## src/rtl/dma_pkg.sv

```systemverilog
package dma_pkg;
  typedef enum logic [1:0] {
    SEQ_IDLE = 2'd0,
    SEQ_RD   = 2'd1,
    SEQ_WR   = 2'd2
  } seq_state_t;

  localparam logic [1:0] FLD_SRC = 2'd0;
  localparam logic [1:0] FLD_DST = 2'd1;
  localparam logic [1:0] FLD_LEN = 2'd2;
  localparam logic [1:0] FLD_CTL = 2'd3;

  localparam int CTL_EN   = 0;
  localparam int CTL_SINC = 1;
  localparam int CTL_DINC = 2;
  localparam int CTL_IEN  = 3;
  localparam int CTL_CLR  = 4;
endpackage

```

## src/rtl/dma_chan_regs.sv

```systemverilog
module dma_chan_regs
  import dma_pkg::*;
#(
  parameter int AW   = 16,
  parameter int LENW = 8
) (
  input  logic          clk,
  input  logic          rst_n,
  input  logic          wr_en,
  input  logic [1:0]    wr_fld,
  input  logic [AW-1:0] wr_data,
  input  logic          step,
  output logic [AW-1:0] src,
  output logic [AW-1:0] dst,
  output logic          active,
  output logic          last,
  output logic          done,
  output logic          irq
);
  localparam int RW = LENW + 1;

  logic [RW-1:0] rem, rem_n;
  logic [AW-1:0] src_n, dst_n;
  logic en, en_n, sinc, sinc_n, dinc, dinc_n, ien, ien_n, done_n;
  logic wr_ctl, fin;

  assign wr_ctl = wr_en && (wr_fld == FLD_CTL);
  assign fin    = step && (rem == RW'(1));

  always_comb begin
    src_n  = src;
    dst_n  = dst;
    rem_n  = rem;
    en_n   = en;
    sinc_n = sinc;
    dinc_n = dinc;
    ien_n  = ien;
    done_n = done;
    if (wr_en && wr_fld == FLD_SRC)      src_n = wr_data;
    else if (step && sinc)               src_n = src + AW'(1);
    if (wr_en && wr_fld == FLD_DST)      dst_n = wr_data;
    else if (step && dinc)               dst_n = dst + AW'(1);
    if (wr_en && wr_fld == FLD_LEN) begin
      if (wr_data[LENW-1:0] == '0) rem_n = {1'b1, {LENW{1'b0}}};
      else                         rem_n = {1'b0, wr_data[LENW-1:0]};
    end else if (step) begin
      rem_n = rem - RW'(1);
    end
    if (wr_ctl) begin
      en_n   = wr_data[CTL_EN];
      sinc_n = wr_data[CTL_SINC];
      dinc_n = wr_data[CTL_DINC];
      ien_n  = wr_data[CTL_IEN];
      if (wr_data[CTL_CLR] || wr_data[CTL_EN]) done_n = 1'b0;
    end
    if (fin) begin
      en_n   = 1'b0;
      done_n = 1'b1;
    end
  end

  always_ff @(posedge clk or negedge rst_n) begin
    if (!rst_n) begin
      src  <= '0;
      dst  <= '0;
      rem  <= '0;
      en   <= 1'b0;
      sinc <= 1'b0;
      dinc <= 1'b0;
      ien  <= 1'b0;
      done <= 1'b0;
    end else begin
      src  <= src_n;
      dst  <= dst_n;
      rem  <= rem_n;
      en   <= en_n;
      sinc <= sinc_n;
      dinc <= dinc_n;
      ien  <= ien_n;
      done <= done_n;
    end
  end

  assign active = en && (rem != '0);
  assign last   = (rem == RW'(1));
  assign irq    = done && ien;

  // A byte is only retired on a channel that still has length left
  assert_step_live_R3: assert property (@(posedge clk) disable iff (!rst_n)
    step |-> (rem != '0));

  // done only rises after a retired byte
  assert_done_cause_R8: assert property (@(posedge clk) disable iff (!rst_n)
    $rose(done) |-> $past(step));
endmodule

```

## src/rtl/dma_prio_arb.sv

```systemverilog
module dma_prio_arb #(
  parameter int NCH = 4
) (
  input  logic [NCH-1:0] req,
  output logic [NCH-1:0] gnt,
  output logic           any
);
  always_comb begin
    gnt = '0;
    for (int i = NCH - 1; i >= 0; i--) begin
      if (req[i]) gnt = NCH'(1) << i;
    end
  end

  assign any = |req;
endmodule

```

## src/rtl/dma_bw_limiter.sv

```systemverilog
module dma_bw_limiter #(
  parameter int WIN = 8
) (
  input  logic       clk,
  input  logic       rst_n,
  input  logic [1:0] bw_sel,
  input  logic       start,
  output logic       allow
);
  localparam int PW   = $clog2(WIN);
  localparam int HALF = WIN / 2;

  logic [PW-1:0] wcnt, wcnt_n, used, used_n, budget;
  logic          full, wrap;

  always_comb begin
    int b;
    b      = ((int'(bw_sel) + 1) * HALF) / 4;
    budget = PW'(b);
  end

  assign full  = (bw_sel == 2'd3);
  assign wrap  = (wcnt == PW'(WIN - 1));
  assign allow = full || (used < budget);

  always_comb begin
    wcnt_n = wrap ? '0 : wcnt + PW'(1);
    used_n = wrap ? '0 : used + PW'(start);
  end

  always_ff @(posedge clk or negedge rst_n) begin
    if (!rst_n) begin
      wcnt <= '0;
      used <= '0;
    end else begin
      wcnt <= wcnt_n;
      used <= used_n;
    end
  end

  // The sequencer never starts past the budget of a capped window
  assert_budget_R4: assert property (@(posedge clk) disable iff (!rst_n)
    (start && !full) |-> (used < budget));
endmodule

```

## src/rtl/dma_xfer_seq.sv

```systemverilog
module dma_xfer_seq
  import dma_pkg::*;
#(
  parameter int NCH = 4,
  parameter int AW  = 16,
  parameter int DW  = 8
) (
  input  logic           clk,
  input  logic           rst_n,
  input  logic [NCH-1:0] win_oh,
  input  logic           any_elig,
  input  logic           allow,
  input  logic           hold,
  input  logic           grant,
  input  logic [AW-1:0]  cur_src,
  input  logic [AW-1:0]  cur_dst,
  input  logic [DW-1:0]  rdata,
  output logic           bus_req,
  output logic           bus_rd,
  output logic           bus_wr,
  output logic [AW-1:0]  bus_addr,
  output logic [DW-1:0]  bus_wdata,
  output logic           start,
  output logic [NCH-1:0] cur_oh,
  output logic [NCH-1:0] step_oh
);
  seq_state_t     st, st_n;
  logic [NCH-1:0] cur_n;
  logic [DW-1:0]  rbuf, rbuf_n;
  logic           can_issue, free;

  assign can_issue = any_elig && allow && !hold;
  assign free      = (st == SEQ_IDLE) || (st == SEQ_WR);
  assign start     = free && can_issue && grant;

  always_comb begin
    st_n   = st;
    cur_n  = cur_oh;
    rbuf_n = rbuf;
    case (st)
      SEQ_IDLE, SEQ_WR: st_n = start ? SEQ_RD : SEQ_IDLE;
      SEQ_RD:           st_n = SEQ_WR;
      default:          st_n = SEQ_IDLE;
    endcase
    if (start)         cur_n  = win_oh;
    if (st == SEQ_RD)  rbuf_n = rdata;
  end

  always_ff @(posedge clk or negedge rst_n) begin
    if (!rst_n) begin
      st     <= SEQ_IDLE;
      cur_oh <= '0;
      rbuf   <= '0;
    end else begin
      st     <= st_n;
      cur_oh <= cur_n;
      rbuf   <= rbuf_n;
    end
  end

  assign bus_rd    = (st == SEQ_RD);
  assign bus_wr    = (st == SEQ_WR);
  assign bus_req   = bus_rd || bus_wr || can_issue;
  assign bus_addr  = bus_rd ? cur_src : (bus_wr ? cur_dst : '0);
  assign bus_wdata = rbuf;
  assign step_oh   = bus_wr ? cur_oh : '0;

  // Read clock is always followed by its write clock
  assert_rd_then_wr_R1: assert property (@(posedge clk) disable iff (!rst_n)
    bus_rd |=> bus_wr);

  // A write clock is always preceded by a read clock
  assert_wr_after_rd_R1: assert property (@(posedge clk) disable iff (!rst_n)
    bus_wr |-> $past(bus_rd));

  // The bus is taken only after request and grant were both high
  assert_grant_R6: assert property (@(posedge clk) disable iff (!rst_n)
    bus_rd |-> $past(bus_req && grant));
endmodule

```

## src/rtl/dma_steal_top.sv

```systemverilog
module dma_steal_top
  import dma_pkg::*;
#(
  parameter int NCH  = 4,
  parameter int AW   = 16,
  parameter int DW   = 8,
  parameter int LENW = 8,
  parameter int WIN  = 8,
  parameter int CHW  = (NCH > 1) ? $clog2(NCH) : 1
) (
  input  logic           clk,
  input  logic           rst_n,
  input  logic           cfg_we,
  input  logic [CHW-1:0] cfg_chan,
  input  logic [1:0]     cfg_fld,
  input  logic [AW-1:0]  cfg_wdata,
  input  logic [1:0]     bw_sel,
  input  logic           wait_en,
  input  logic           cpu_wait,
  input  logic [NCH-1:0] dreq,
  output logic           bus_req,
  input  logic           bus_grant,
  output logic [AW-1:0]  bus_addr,
  output logic           bus_rd,
  output logic           bus_wr,
  input  logic [DW-1:0]  bus_rdata,
  output logic [DW-1:0]  bus_wdata,
  output logic [NCH-1:0] done,
  output logic [NCH-1:0] irq
);
  logic [AW-1:0]  src_v [NCH];
  logic [AW-1:0]  dst_v [NCH];
  logic [NCH-1:0] act_v, last_v, elig, win_oh, cur_oh, step_oh;
  logic [AW-1:0]  cur_src, cur_dst;
  logic           any_elig, allow, start, hold;

  for (genvar i = 0; i < NCH; i++) begin : g_ch
    dma_chan_regs #(.AW(AW), .LENW(LENW)) u_regs (
      .clk     (clk),
      .rst_n   (rst_n),
      .wr_en   (cfg_we && (cfg_chan == CHW'(i))),
      .wr_fld  (cfg_fld),
      .wr_data (cfg_wdata),
      .step    (step_oh[i]),
      .src     (src_v[i]),
      .dst     (dst_v[i]),
      .active  (act_v[i]),
      .last    (last_v[i]),
      .done    (done[i]),
      .irq     (irq[i])
    );
  end

  // A channel retiring its final byte this clock is no longer a candidate
  assign elig = act_v & dreq & ~(step_oh & last_v);
  assign hold = cpu_wait && !wait_en;

  dma_prio_arb #(.NCH(NCH)) u_arb (
    .req (elig),
    .gnt (win_oh),
    .any (any_elig)
  );

  dma_bw_limiter #(.WIN(WIN)) u_lim (
    .clk    (clk),
    .rst_n  (rst_n),
    .bw_sel (bw_sel),
    .start  (start),
    .allow  (allow)
  );

  always_comb begin
    cur_src = '0;
    cur_dst = '0;
    for (int i = 0; i < NCH; i++) begin
      cur_src = cur_src | (src_v[i] & {AW{cur_oh[i]}});
      cur_dst = cur_dst | (dst_v[i] & {AW{cur_oh[i]}});
    end
  end

  dma_xfer_seq #(.NCH(NCH), .AW(AW), .DW(DW)) u_seq (
    .clk       (clk),
    .rst_n     (rst_n),
    .win_oh    (win_oh),
    .any_elig  (any_elig),
    .allow     (allow),
    .hold      (hold),
    .grant     (bus_grant),
    .cur_src   (cur_src),
    .cur_dst   (cur_dst),
    .rdata     (bus_rdata),
    .bus_req   (bus_req),
    .bus_rd    (bus_rd),
    .bus_wr    (bus_wr),
    .bus_addr  (bus_addr),
    .bus_wdata (bus_wdata),
    .start     (start),
    .cur_oh    (cur_oh),
    .step_oh   (step_oh)
  );

  // No byte starts while the CPU waits unless wait operation is enabled
  assert_wait_hold_R9: assert property (@(posedge clk) disable iff (!rst_n)
    bus_rd |-> $past(wait_en || !cpu_wait));

  // A write clock retires exactly one channel
  assert_one_owner_R5: assert property (@(posedge clk) disable iff (!rst_n)
    bus_wr |-> $onehot(step_oh));
endmodule

```

## config.mk

```make
export PLATFORM = sky130hd
export DESIGN_NAME = dma_steal_top
export DESIGN_NICKNAME = d
export VERILOG_FILES = /design/src/rtl/dma_pkg.sv /design/src/rtl/dma_chan_regs.sv /design/src/rtl/dma_prio_arb.sv /design/src/rtl/dma_bw_limiter.sv /design/src/rtl/dma_xfer_seq.sv /design/src/rtl/dma_steal_top.sv
export SDC_FILE = /design/constraint.sdc
export NUM_CORES = 1
export LEC_CHECK = 0
export BUFFER_PORTS_ARGS = -buffer_cell sky130_fd_sc_hd__buf_4
export CAP_MARGIN = 0
export CELL_PAD_IN_SITES_DETAIL_PLACEMENT = 0
export CELL_PAD_IN_SITES_GLOBAL_PLACEMENT = 2
export CORE_MARGIN = 8
export CORE_UTILIZATION = 40
export CTS_BUF_LIST = sky130_fd_sc_hd__clkbuf_4
export CTS_CLUSTER_SIZE = 10
export DETAILED_ROUTE_END_ITERATION = 10
export PLACE_DENSITY = 0.84
export SLEW_MARGIN = 30
export SYNTH_ARGS = -nofsm -noshare
export SYNTH_HDL_FRONTEND = slang
export SYNTH_SLANG_ARGS = --single-unit
```

## constraint.sdc

```tcl
create_clock -name clk -period 2.92 [get_ports clk]
set_input_delay 0.292 -clock clk [delete_from_list [all_inputs] [get_ports clk]]
set_output_delay 0.292 -clock clk [all_outputs]
set_load 0.02 [all_outputs]
```

==> run metrics <==
P_leak=0.00554 uW; Max clock buf depth=3; Switching Share=0.391; HP Start=dreq[3]; placed wire-length estimate=23.9 mm; Initial Util=0.407; wire per inst=19.0 um; CP Data Required Time=2630 ps; Crit. End Element=output pin; syn_area_per_cell=9.10 sq um; Yosys top cell area share=0.437; clock network power share=0.223; fin crit share=0.993; global-route wire length before repair=55.2 mm; min Tclk post-route=2900 ps; simple-gate portion of the synthesized area=0.187; hold path depth=5; routability cong.=0.812; fin. max-slew vios=0; Pre-antenna DRT Iters=6; Clock Skews=36.2 ps; PortBufs=74; Post-synth ARST share=1.00; Num CTS Buffers=58; die width=187 um; Comb pwr share=0.355; cells on worst reg2reg path=9; Main synth FF type=dfrtp_1; Rows=62; largest net degree at the start of global routing=73; RSZ-0062 raised after global routing=yes; final hold viol count=0; H-tree depth=2; Reg-to-Reg Start=u_seq.st[0]; synth top area cells=dfrtp_1 (44%), xnor2_1 (5.9%), xor2_1 (5.3%); nets@finish=1460; outcome=complete, no violations; R2R Setup Slk=470 ps; Overflow after GRT=0; ordered cell list for the critical path=or4_4 > o31a_1 > nor2_2 > a22oi_2 > or2_1 > buf_6; total of max-cap violations=0; Synth Instances=1283; slowest cell delay on critical path=550 ps; Post-Syn Area=0.0117 sq mm; crit path kind=flip-flop to output pin; Compound-Gate Fraction of Synth Area=0.155; fmax=345 MHz; total routed wirelength=34.3 mm; Iter 0 DRT Violations=570; Via density=5.39; vias in the first global route=9870; Critical-path top delay cell=or4_4; Hold EP=u_seq.cur_oh[3]; Die Span Y=187 um; worst skew pair latency=710 ps; WP data arrival=2610 ps; worst setup margin=21.6 ps; sequential share of power=0.422; internal power=6890 uW; startpoint types=flip-flop; relative slew slack=0.546; # DRC=0; Syn Nets=1353; clk root buf=clkbuf_4; most common cell after layout, fill and taps aside=dfrtp_1; Netlist cell types=55; area of the die=0.0349 sq mm; largest family of logic cells by synthesized area=simple AND/OR/NAND/NOR gates; setup violators final=0; commonest cells after routing, fill and taps aside=dfrtp_1 (203), nor2_1 (141), nand2_1 (114); proportion of layout cells with a drive suffix above 1=0.173; yosys warns=0; Adder-Cell Fraction of Synth Area=0.0322; io pins=75; Layout area overhead=16.6%; Synth area leader=dfrtp_1; worst hold path type=input port to flip-flop; Seq cells post-synth=204; DRT antenna net count=0; Clock transition at path regs=70 ps; CTS tree=yes; pwr/cell area=830 mW/mm^2; XOR/XNOR Fraction of Synth Area=0.113; pre-CTS setup slack=355 ps; Layout fillers=2825; Post-synth EDFFs=0; Vias=9731; all-layer global routing usage=0.195; CTS Sinks=204; CORE AREA=0.0287 sq mm; measured slew at the worst slew-check pin=682 ps; worst reg2reg endpoint=g_ch[2].u_regs.src[13]; multiplexer share of the synthesized area=0.0362; Sw Pwr=4410 uW; final instance area=0.0136 sq mm; peak supply drop=0.000349 V; crit-path max FO=6; post-synthesis sequential area ratio=0.437; Placed Area=0.0126 sq mm; initial antenna violation count=1
registers in the layout, summed over array words and instances, names as in the netlist:
| signal | cells |
|---|---|
| g_ch.u_regs.dinc | 4 |
| g_ch.u_regs.done | 4 |
| g_ch.u_regs.dst | 64 |
| g_ch.u_regs.en | 4 |
| g_ch.u_regs.ien | 4 |
| g_ch.u_regs.rem | 36 |
| g_ch.u_regs.sinc | 4 |
| g_ch.u_regs.src | 64 |
| u_lim.used | 3 |
| u_lim.wcnt | 3 |
| u_seq.bus_wdata | 8 |
| u_seq.cur_oh | 4 |
| u_seq.st | 2 |
metrics by stage:
step | setup TNS, ps | std cells | util | hold slack [ps] | total power [uW]
6_report | 0 | 1805 | 0.474 | 105 | 11300
5_1_grt | -88.0 | 1805 | 0.474 | 85.4 | 12100
4_1_cts | -78.5 | 1803 | 0.473 | 49.3 | 11400
3_5_place_dp | 0 | 1687 | 0.440 | 371 | 8730
3_3_place_gp | 0 | 1687 | 0.440 | 379 | 8680
2_1_floorplan | 0 | 1283 | - | -3.59 | 7230
critical path, delay by kind of cell, from the launching register on:
| kind | cells | cell delay, ps |
|---|---|---|
| buffers and inverters | 1 | 140 |
| DFF | 1 | 410 |
| AOI/OAI and AO/OA | 2 | 400 |
| and+or+nand+nor | 3 | 950 |
layer usage:
metal | track usage | share of wire | up-vias
met5 | 0 | 0 | -
met4 | 0.0574 | 0.024 | 0
met3 | 0.0378 | 0.047 | 68
met2 | 0.322 | 0.47 | 237
met1 | 0.255 | 0.46 | 4670
li1 | - | - | 4756
final cells by class:
class                           count  area [sq um]  area share
Antenna cell                        1          2.50    0.000184
Clock buffer                       85           638      0.0469
Clock inverter                      5          18.8     0.00138
Inverter                           25          93.8     0.00690
Multi-Input combinational cell    971          6170       0.453
Sequential cell                   204          5110       0.375
Tap cell                          384           480      0.0353
Timing Repair Buffer              130          1100      0.0807
cells by family after synthesis:
kind of cell | count (synthesis)
AOI/OAI and AO/OA | 294
DFF | 204
muxes | 39
buffers and inverters | 108
xor gates and xnor gates | 150
and+or+nand+nor | 458
adders and majority gates | 30
how the worst max path moves through the flow:
stage / start / endpoint / slack (ps) / cells past startpoint
3_5_place_dp: u_seq.st[0] / u_lim.used[1] / 360 / 9
5_1_grt: g_ch[0].u_regs.rem[5] / bus_req / -90 / 6
6_report: g_ch[0].u_regs.rem[5] / bus_req / 20 / 6
3_3_place_gp: u_seq.st[0] / u_lim.used[1] / 430 / 9
4_1_cts: g_ch[0].u_regs.rem[5] / bus_req / -80 / 6
2_1_floorplan: u_seq.st[0] / u_lim.used[1] / 350 / 11
power by group through the flow:
stage / combinational [uW] / sequential [uW] / clock [uW]
floorplan: 2690 / 4540 / 0
global placement: 3920 / 4770 / 0
detailed placement: 3940 / 4780 / 0
CTS: 4020 / 4750 / 2620
global route: 4430 / 4910 / 2760
finish: 4020 / 4760 / 2520
cell usage after synthesis (all sizes together), types with 3 or more instances:
| library cell | n |
|---|---|
| nor4 | 11 |
| and2 | 7 |
| dfrtp | 204 |
| nand3 | 63 |
| o21ai | 100 |
| a21oi | 98 |
| nand4 | 18 |
| nor2 | 145 |
| a221oi | 16 |
| nor3 | 24 |
| and4bb | 4 |
| xnor2 | 79 |
| and3 | 31 |
| mux2 | 26 |
| inv | 25 |
| a31oi | 10 |
| a32o | 4 |
| and4 | 8 |
| xor2 | 71 |
| a22o | 49 |
| or4 | 6 |
| ha | 30 |
| nor2b | 6 |
| nand2 | 114 |
| or3 | 8 |
| nand2b | 6 |
| mux2i | 13 |
| clkbuf | 63 |
| o31ai | 3 |
| buf | 20 |
| o41ai | 3 |
what timing repair did:
action	CTS	global route
hold buffers	25	0
pin swaps	5	1
setup buffers	1	1
gates resized for setup	9	9
endpoints found under the hold margin	237	0
endpoints found under the setup margin	17	4
(Power assumes the default switching activity.)
